--- config.mk ---
export PLATFORM = sky130hd
export DESIGN_NAME = asid_tlb
export DESIGN_NICKNAME = d
export VERILOG_FILES = /design/src/rtl/asid_tlb_pkg.sv /design/src/rtl/tlb_side.sv /design/src/rtl/tlb_resolve.sv /design/src/rtl/asid_tlb.sv
export SDC_FILE = /design/constraint.sdc
export NUM_CORES = 2
export LEC_CHECK = 0
export CAP_MARGIN = 0
export CORE_MARGIN = 1.5
export CORE_UTILIZATION = 45
export DETAILED_ROUTE_END_ITERATION = 8
export PLACE_DENSITY = 0.64
export SYNTH_ARGS = -nofsm -noshare
export SYNTH_HDL_FRONTEND = slang
export SYNTH_SLANG_ARGS = --single-unit
--- constraint.sdc ---
create_clock -name clk -period 11.2 [get_ports clk]
set_input_delay 1.68 -clock clk [delete_from_list [all_inputs] [get_ports clk]]
set_output_delay 1.68 -clock clk [all_outputs]
set_load 0.005 [all_outputs]
--- src/rtl/asid_tlb_pkg.sv ---
package asid_tlb_pkg;

    typedef enum logic [1:0] {
        ACC_LOAD  = 2'd0,
        ACC_STORE = 2'd1,
        ACC_FETCH = 2'd2
    } acc_e;

    typedef enum logic [2:0] {
        CM_NONE    = 3'd0,
        CM_BYPASS  = 3'd1,
        CM_WBACK   = 3'd2,
        CM_WTHRU   = 3'd3,
        CM_ISOLATE = 3'd4
    } cmode_e;

    typedef enum logic [5:0] {
        C_OK         = 6'd0,
        C_IMISS      = 6'd16,
        C_IMULTI     = 6'd17,
        C_IPRIV      = 6'd18,
        C_FETCH_DENY = 6'd20,
        C_DMISS      = 6'd24,
        C_DMULTI     = 6'd25,
        C_DPRIV      = 6'd26,
        C_LOAD_DENY  = 6'd28,
        C_STORE_DENY = 6'd29
    } cause_e;

    localparam int RIGHT_R = 0;
    localparam int RIGHT_W = 1;
    localparam int RIGHT_X = 2;

    localparam logic [31:0] RTAG_RESET = 32'h0403_0201;

    typedef struct packed {
        logic [31:0] vpage;
        logic [31:0] ppage;
        logic [7:0]  tag;
        logic [3:0]  attr;
    } tlb_ent_t;

    typedef struct packed {
        logic [31:0] ppage;
        logic [7:0]  tag;
        logic [3:0]  attr;
    } tlb_out_t;

    typedef struct packed {
        logic [2:0] rights;
        cmode_e     cmode;
    } attr_dec_t;

    typedef struct packed {
        cause_e      cause;
        logic [31:0] pa;
        logic [31:0] size;
        logic [2:0]  rights;
        cmode_e      cmode;
    } tlb_res_t;

    function automatic logic [31:0] way_mask(input int shift);
        return ~((32'd1 << shift) - 32'd1);
    endfunction

    function automatic attr_dec_t decode_attr(input logic [3:0] a);
        attr_dec_t d;
        d.rights = '0;
        d.cmode  = CM_NONE;
        if (a < 4'd12) begin
            d.rights[RIGHT_R] = 1'b1;
            d.rights[RIGHT_W] = a[1];
            d.rights[RIGHT_X] = a[0];
            case (a[3:2])
                2'b00:   d.cmode = CM_BYPASS;
                2'b01:   d.cmode = CM_WBACK;
                default: d.cmode = CM_WTHRU;
            endcase
        end else if (a == 4'd13) begin
            d.rights = 3'b011;
            d.cmode  = CM_ISOLATE;
        end
        return d;
    endfunction

    // lowest matching byte wins; no match falls back to the least privileged ring
    function automatic logic [1:0] ring_of(input logic [31:0] rtag, input logic [7:0] tag);
        logic [1:0] r;
        r = 2'd3;
        for (int i = 3; i >= 0; i--) begin
            if (rtag[8*i +: 8] == tag) r = 2'(i);
        end
        return r;
    endfunction

endpackage

--- src/rtl/tlb_side.sv ---
module tlb_side
    import asid_tlb_pkg::*;
#(
    parameter int WAYS       = 4,
    parameter int SETS       = 4,
    parameter int BASE_SHIFT = 12,
    parameter int SHIFT_STEP = 2,
    localparam int WAY_W     = $clog2(WAYS),
    localparam int IDX_W     = $clog2(SETS)
) (
    input  logic                  clk,
    input  logic                  rst,
    input  logic                  we,
    input  logic [WAY_W-1:0]      wway,
    input  logic [IDX_W-1:0]      widx,
    input  tlb_ent_t              wdata,
    input  logic [31:0]           va,
    output logic [WAYS-1:0]       hit,
    output tlb_out_t [WAYS-1:0]   ent
);

    for (genvar w = 0; w < WAYS; w++) begin : g_way
        localparam int          SH  = BASE_SHIFT + w * SHIFT_STEP;
        localparam logic [31:0] MSK = way_mask(SH);

        tlb_ent_t          mem [SETS];
        logic [IDX_W-1:0]  idx;
        tlb_ent_t          cur;

        always_ff @(posedge clk) begin
            if (rst) begin
                for (int s = 0; s < SETS; s++) mem[s].tag <= '0;
            end else if (we && (wway == WAY_W'(w))) begin
                mem[widx] <= wdata;
            end
        end

        always_comb begin
            idx        = va[SH +: IDX_W];
            cur        = mem[idx];
            hit[w]     = (cur.tag != 8'd0) && (((cur.vpage ^ va) & MSK) == 32'd0);
            ent[w]     = '{ppage: cur.ppage, tag: cur.tag, attr: cur.attr};
        end
    end

endmodule

--- src/rtl/tlb_resolve.sv ---
module tlb_resolve
    import asid_tlb_pkg::*;
#(
    parameter int WAYS       = 4,
    parameter int BASE_SHIFT = 12,
    parameter int SHIFT_STEP = 2
) (
    input  logic [31:0]          va,
    input  logic [1:0]           acc,
    input  logic [1:0]           priv,
    input  logic [31:0]          rtag,
    input  logic [WAYS-1:0]      hit,
    input  tlb_out_t [WAYS-1:0]  ent,
    output tlb_res_t             res
);

    logic [31:0] sel_ppage;
    logic [7:0]  sel_tag;
    logic [3:0]  sel_attr;
    logic [31:0] msk;
    int          nhits;
    logic        is_fetch;
    logic        is_store;
    logic [1:0]  ring;
    attr_dec_t   dec;
    logic [2:0]  eff;
    logic        granted;

    always_comb begin
        sel_ppage = '0;
        sel_tag   = '0;
        sel_attr  = '0;
        msk       = '0;
        for (int w = 0; w < WAYS; w++) begin
            if (hit[w]) begin
                sel_ppage = ent[w].ppage;
                sel_tag   = ent[w].tag;
                sel_attr  = ent[w].attr;
                msk       = way_mask(BASE_SHIFT + w * SHIFT_STEP);
            end
        end
        nhits    = $countones(hit);
        is_fetch = (acc == ACC_FETCH);
        is_store = (acc == ACC_STORE);
        ring     = ring_of(rtag, sel_tag);
        dec      = decode_attr(sel_attr);
        eff      = is_fetch ? (dec.rights & 3'b100) : (dec.rights & 3'b011);
        granted  = is_fetch ? eff[RIGHT_X] : (is_store ? eff[RIGHT_W] : eff[RIGHT_R]);

        res = '0;
        if (nhits == 0) begin
            res.cause = is_fetch ? C_IMISS : C_DMISS;
        end else if (nhits > 1) begin
            res.cause = is_fetch ? C_IMULTI : C_DMULTI;
        end else if (ring < priv) begin
            res.cause = is_fetch ? C_IPRIV : C_DPRIV;
        end else if (!granted) begin
            res.cause = is_fetch ? C_FETCH_DENY : (is_store ? C_STORE_DENY : C_LOAD_DENY);
        end else begin
            res.cause  = C_OK;
            res.pa     = (sel_ppage & msk) | (va & ~msk);
            res.size   = ~msk + 32'd1;
            res.rights = eff;
            res.cmode  = dec.cmode;
        end
    end

endmodule

--- src/rtl/asid_tlb.sv ---
module asid_tlb
    import asid_tlb_pkg::*;
#(
    parameter int WAYS       = 4,
    parameter int SETS       = 4,
    parameter int BASE_SHIFT = 12,
    parameter int SHIFT_STEP = 2,
    localparam int WAY_W     = $clog2(WAYS),
    localparam int IDX_W     = $clog2(SETS)
) (
    input  logic               clk,
    input  logic               rst,
    input  logic [31:0]        lk_vaddr,
    input  logic [1:0]         lk_acc,
    input  logic [1:0]         lk_priv,
    input  logic               rtag_we,
    input  logic [31:0]        rtag_wdata,
    input  logic               wr_en,
    input  logic               wr_data_side,
    input  logic [WAY_W-1:0]   wr_way,
    input  logic [IDX_W-1:0]   wr_idx,
    input  logic [31:0]        wr_vpage,
    input  logic [31:0]        wr_ppage,
    input  logic [7:0]         wr_tag,
    input  logic [3:0]         wr_attr,
    output logic [31:0]        pa,
    output logic [31:0]        page_size,
    output logic [2:0]         rights,
    output logic [2:0]         cache_mode,
    output logic [5:0]         cause
);

    localparam int NSIDES = 2; // 0 instruction, 1 data

    logic [31:0]          rtag_q;
    tlb_ent_t             wentry;
    logic [WAYS-1:0]      side_hit [NSIDES];
    tlb_out_t [WAYS-1:0]  side_ent [NSIDES];
    logic                 use_data;
    tlb_res_t             res_d;
    tlb_res_t             res_q;

    always_ff @(posedge clk) begin
        if (rst)          rtag_q <= RTAG_RESET;
        else if (rtag_we) rtag_q <= rtag_wdata;
    end

    assign wentry = '{vpage: wr_vpage, ppage: wr_ppage, tag: wr_tag, attr: wr_attr};

    for (genvar s = 0; s < NSIDES; s++) begin : g_side
        tlb_side #(
            .WAYS(WAYS), .SETS(SETS),
            .BASE_SHIFT(BASE_SHIFT), .SHIFT_STEP(SHIFT_STEP)
        ) u_side (
            .clk   (clk),
            .rst   (rst),
            .we    (wr_en && (wr_data_side == 1'(s))),
            .wway  (wr_way),
            .widx  (wr_idx),
            .wdata (wentry),
            .va    (lk_vaddr),
            .hit   (side_hit[s]),
            .ent   (side_ent[s])
        );
    end

    assign use_data = (lk_acc != ACC_FETCH);

    tlb_resolve #(
        .WAYS(WAYS), .BASE_SHIFT(BASE_SHIFT), .SHIFT_STEP(SHIFT_STEP)
    ) u_resolve (
        .va   (lk_vaddr),
        .acc  (lk_acc),
        .priv (lk_priv),
        .rtag (rtag_q),
        .hit  (use_data ? side_hit[1] : side_hit[0]),
        .ent  (use_data ? side_ent[1] : side_ent[0]),
        .res  (res_d)
    );

    always_ff @(posedge clk) begin
        if (rst) res_q <= '0;
        else     res_q <= res_d;
    end

    assign pa         = res_q.pa;
    assign page_size  = res_q.size;
    assign rights     = res_q.rights;
    assign cache_mode = res_q.cmode;
    assign cause      = res_q.cause;

endmodule

==> impl_metrics.prom <==
# TYPE chip_impl_metric gauge
chip_impl_metric{name="die_w",unit="um"} 385
chip_impl_metric{name="post_route_standard_cell_area_excluding_fillers",unit="um^2"} 75100
chip_impl_metric{name="avgViaCountPerCell",unit=""} 5.89
chip_impl_metric{name="worstSkewPairLatency",unit="ps"} 810
chip_impl_metric{name="diodes",unit=""} 0
chip_impl_metric{name="cts-hold-fix-buffers",unit=""} 0
chip_impl_metric{name="numPlacedInstances",unit=""} 5796
chip_impl_metric{name="antenna_found_initial",unit=""} 12
chip_impl_metric{name="routed-via-count",unit=""} 35862
chip_impl_metric{name="worst_slack",unit="ps"} 3210
chip_impl_info{name="mostFrequentLayoutCell",value="edfxtp_1"} 1
chip_impl_metric{name="cts_buffer_depth",unit=""} 3
chip_impl_metric{name="stdcell_count",unit=""} 6092
chip_impl_info{name="setup.worst_path.end_class",value="flip-flop"} 1
chip_impl_metric{name="routabilityCongestion",unit=""} 0.861
chip_impl_metric{name="netSwitchingPower",unit="W"} 0.00270
chip_impl_metric{name="post_synth_num_cell_types",unit=""} 81
chip_impl_metric{name="synthesis.area_per_instance",unit="um^2"} 17.0
chip_impl_metric{name="total_number_of_placement_rows",unit=""} 139
chip_impl_metric{name="detail_route.wirelength.met1",unit="mm"} 69.5
chip_impl_metric{name="dr.pass1.iters",unit=""} 6
chip_impl_metric{name="p_sw_share",unit="%"} 21.8
chip_impl_metric{name="ctsHtreeMaxLevel",unit=""} 4
chip_impl_metric{name="cellPowerDensity",unit="nW/um^2"} 165
chip_impl_metric{name="clk_pin_slew",unit="ps"} 60
chip_impl_metric{name="syn_to_final_growth",unit="%"} 14.4
chip_impl_info{name="timing_worst_setup_path_type",value="in2reg"} 1
chip_impl_metric{name="drv_slew",unit=""} 0
chip_impl_metric{name="final_layout_size_suffix_gt1_share",unit="%"} 18.5
chip_impl_metric{name="comb_power_share",unit="%"} 4.7
chip_impl_metric{name="finalSetupViolations",unit=""} 0
chip_impl_metric{name="dp_hpwl",unit="mm"} 102
chip_impl_metric{name="timing.setup.tns",unit="ps"} 0
chip_impl_metric{name="drt_iter0_drc",unit=""} 3529
chip_impl_metric{name="cap_viol_max_count",unit=""} 0
chip_impl_metric{name="ioPinCount",unit=""} 229
chip_impl_metric{name="postCtsResizedCells",unit=""} 0
chip_impl_metric{name="routedWlPerCell",unit="um"} 28.6
chip_impl_metric{name="cp_data_required_time",unit="ps"} 11890
chip_impl_metric{name="synthArstFlopShare",unit="%"} 0
chip_impl_metric{name="met2WireLength",unit="mm"} 84.1
chip_impl_info{name="run_status",value="finished, final reports clean"} 1
chip_impl_metric{name="synth.yosys.warnings",unit=""} 0
chip_impl_info{name="unrepaired_setup_endpoints_after_global_routing",value="false"} 1
chip_impl_metric{name="reg2reg_depth",unit=""} 17
chip_impl_metric{name="timing.critical_path.arrival",unit="ps"} 8670
chip_impl_metric{name="grt_pass1_vias",unit=""} 36459
chip_impl_info{name="worstHoldPathType",value="reg2reg"} 1
chip_impl_metric{name="r2r_setup_slack",unit="ps"} 4720
chip_impl_info{name="worst_r2r_startpoint",value="g_side[0].u_side.g_way[0].mem[3][62]"} 1
chip_impl_metric{name="min_path_cells",unit=""} 2
chip_impl_metric{name="groute.usage.overall",unit="%"} 23.8
chip_impl_metric{name="fmax",unit="GHz"} 0.125
chip_impl_metric{name="finalWorstPathRequiredPeriod",unit="ps"} 7990
chip_impl_metric{name="timing.clock.skew",unit="ps"} 45.1
chip_impl_metric{name="globalRoute.totalOverflow",unit=""} 0
chip_impl_info{name="ctsRootBufferMaster",value="clkbuf_16"} 1
chip_impl_info{name="topRoutingLayerUsed",value="met5"} 1
chip_impl_metric{name="die_y",unit="um"} 385
chip_impl_info{name="cts_tree",value="built"} 1
chip_impl_metric{name="postRouteAntennaNets",unit=""} 0
chip_impl_metric{name="grt_start_max_net_pins",unit=""} 85
chip_impl_metric{name="path_max_fanout",unit=""} 68
chip_impl_metric{name="met3WireLength",unit="mm"} 14.4
chip_impl_metric{name="timing_worst_slew_pin_value",unit="ps"} 1260
chip_impl_info{name="worst_setup_path_endpoint",value="pa[13]"} 1
chip_impl_metric{name="cts_num_sinks",unit=""} 1571
chip_impl_metric{name="post-route-util",unit="%"} 52.1
chip_impl_metric{name="placed_cell_area",unit="um^2"} 69800
chip_impl_metric{name="buffer_ports.inserted",unit=""} 182
chip_impl_metric{name="coreArea",unit="um^2"} 144000
chip_impl_info{name="start_kind",value="primary input"} 1
chip_impl_metric{name="start_util",unit="%"} 45.5
chip_impl_metric{name="p_int",unit="W"} 0.00968
chip_impl_metric{name="final_hold_viol_count",unit=""} 0
chip_impl_metric{name="synthCells",unit=""} 3868
chip_impl_metric{name="finalCritPeriodShare",unit="%"} 71.3
chip_impl_metric{name="peakVddDrop",unit="mV"} 0.122
chip_impl_metric{name="power_leakage",unit="nW"} 22.6
chip_impl_info{name="critical_path.reg2reg.endpoint",value="pa[13]"} 1
chip_impl_metric{name="syn_area",unit="um^2"} 65600
chip_impl_metric{name="synth-seq-cells",unit=""} 1571
chip_impl_metric{name="routed_wl",unit="mm"} 174
chip_impl_metric{name="dieArea",unit="um^2"} 148000
chip_impl_info{name="critical_path.startpoint",value="lk_vaddr[12]"} 1
chip_impl_metric{name="post_cts.repair.setup_buffers",unit=""} 0
chip_impl_metric{name="synth_seq_area_share",unit="%"} 70.6
chip_impl_info{name="highest_count_cells_in_the_layout_ignoring_fill_and_taps",value="edfxtp_1, mux4_2, and2_1, nand2_1, and3_1"} 1
chip_impl_metric{name="pre_cts_setup_slack",unit="ps"} 2570
chip_impl_metric{name="max-slew-margin-rel",unit="%"} 15.3
chip_impl_metric{name="seqPwrFrac",unit="%"} 52.3
chip_impl_metric{name="cts-buffers-inserted",unit=""} 163
chip_impl_metric{name="grt_pass1_wl",unit="mm"} 253
chip_impl_metric{name="design.final.nets",unit=""} 4224
chip_impl_info{name="synth_flop_cell",value="edfxtp_1"} 1
chip_impl_metric{name="synth_edf_count",unit=""} 1488
chip_impl_metric{name="power_frac_clock",unit="%"} 43.0
chip_impl_metric{name="drc",unit=""} 0
[registers in the layout (all words and copies together) (netlist names)]
signal	cells
rights	3
pa	32
cache_mode	3
g_side.u_side.g_way.mem	1488
rtag_q	24
cause	5
page_size	16
[routing by layer]
metal | track usage, % | vias up
met5 | 0 | -
li1 | - | 15376
met1 | 32.4 | 18660
met4 | 8.79 | 10
met2 | 38.4 | 1533
met3 | 4.47 | 283
[power by group through the flow]
stage          registers, W  clock network (W)  logic (W)
6_report            0.00647            0.00532   0.000587
5_1_grt             0.00648            0.00563   0.000623
4_1_cts             0.00647            0.00540   0.000592
3_5_place_dp        0.00659                  0   0.000590
3_3_place_gp        0.00659                  0   0.000588
2_1_floorplan       0.00659                  0   0.000340
[layout make-up]
type | count | area (um^2)
tap | 1903 | 2380
inverter | 33 | 124
sequential | 1571 | 46300
multi-input combinational | 1991 | 18300
timing repair buffer | 298 | 2690
clock inverter | 82 | 891
fill | 11557 | 69100
clock buffer | 214 | 4400
[cells in the mapped netlist (all sizes together), types with 3 or more instances]
master | count | area share [%]
and3 | 245 | 2.3
nand3 | 69 | 0.53
a221o | 4 | 0.061
xnor2 | 126 | 1.7
nand4b | 8 | 0.11
mux2i | 71 | 1.1
o21ai | 45 | 0.34
clkbuf | 172 | 0.98
or2 | 7 | 0.067
a22o | 4 | 0.053
nand2b | 5 | 0.048
nand4 | 39 | 0.37
dfxtp | 83 | 2.5
o2111ai | 5 | 0.076
o311ai | 7 | 0.22
nand2 | 296 | 1.7
o32a | 3 | 0.046
edfxtp | 1488 | 68
ha | 12 | 0.23
xor2 | 31 | 0.41
nor2b | 17 | 0.16
nor4 | 18 | 0.17
a311o | 12 | 0.18
buf | 114 | 0.91
a211oi | 8 | 0.099
a21oi | 47 | 0.37
a2111oi | 5 | 0.067
nor2 | 111 | 0.64
a221oi | 8 | 0.11
inv | 33 | 0.19
or4 | 13 | 0.15
mux2 | 4 | 0.069
nor3b | 5 | 0.057
mux4 | 345 | 12
nor3 | 20 | 0.15
and4 | 4 | 0.053
and2 | 346 | 3.3
a31oi | 3 | 0.029
[cell families after synthesis]
kind of cell / count (synthesis) / synth area share [%]
and+or+nand+nor: 1211 / 9.94
muxes: 420 / 13.0
xor gates and xnor gates: 157 / 2.10
adders and majority gates: 13 / 0.259
DFF: 1571 / 70.6
buffers and inverters: 319 / 2.09
AOI/OAI and AO/OA: 176 / 1.98
other: 1 / 0.00572
[per-stage QoR]
step / total power (W) / hold slack [ps]
2_1_floorplan: 0.00693 / 463
3_3_place_gp: 0.00718 / 475
3_5_place_dp: 0.00718 / 478
4_1_cts: 0.0125 / 498
5_1_grt: 0.0127 / 521
6_report: 0.0124 / 493
[critical path: stages]
cell and delay [ps]:
clkbuf_8 610, buf_4 530, mux4_2 570, xnor2_1 280
nand3_1 140, nor3_1 220, nand4_1 400, and2_1 300
buf_4 240, inv_1 180, ha_1 260, ha_1 200
fa_1 470, nor2_1 530, nand3_1 590, nor4_1 550
a21oi_4 100, buf_4 350, a211oi_1 330
[how the worst min path moves through the flow]
stage	startpoint	end	slack (ps)
CTS	rtag_q[16]	rtag_q[16]	500
finish	rtag_q[0]	rtag_q[0]	490
global route	rtag_q[17]	rtag_q[17]	520
global placement	rtag_q[9]	rtag_q[9]	480
floorplan	rtag_q[0]	rtag_q[0]	460
detailed placement	rtag_q[16]	rtag_q[16]	480
Note: power is estimated with default switching activity, not from simulation.
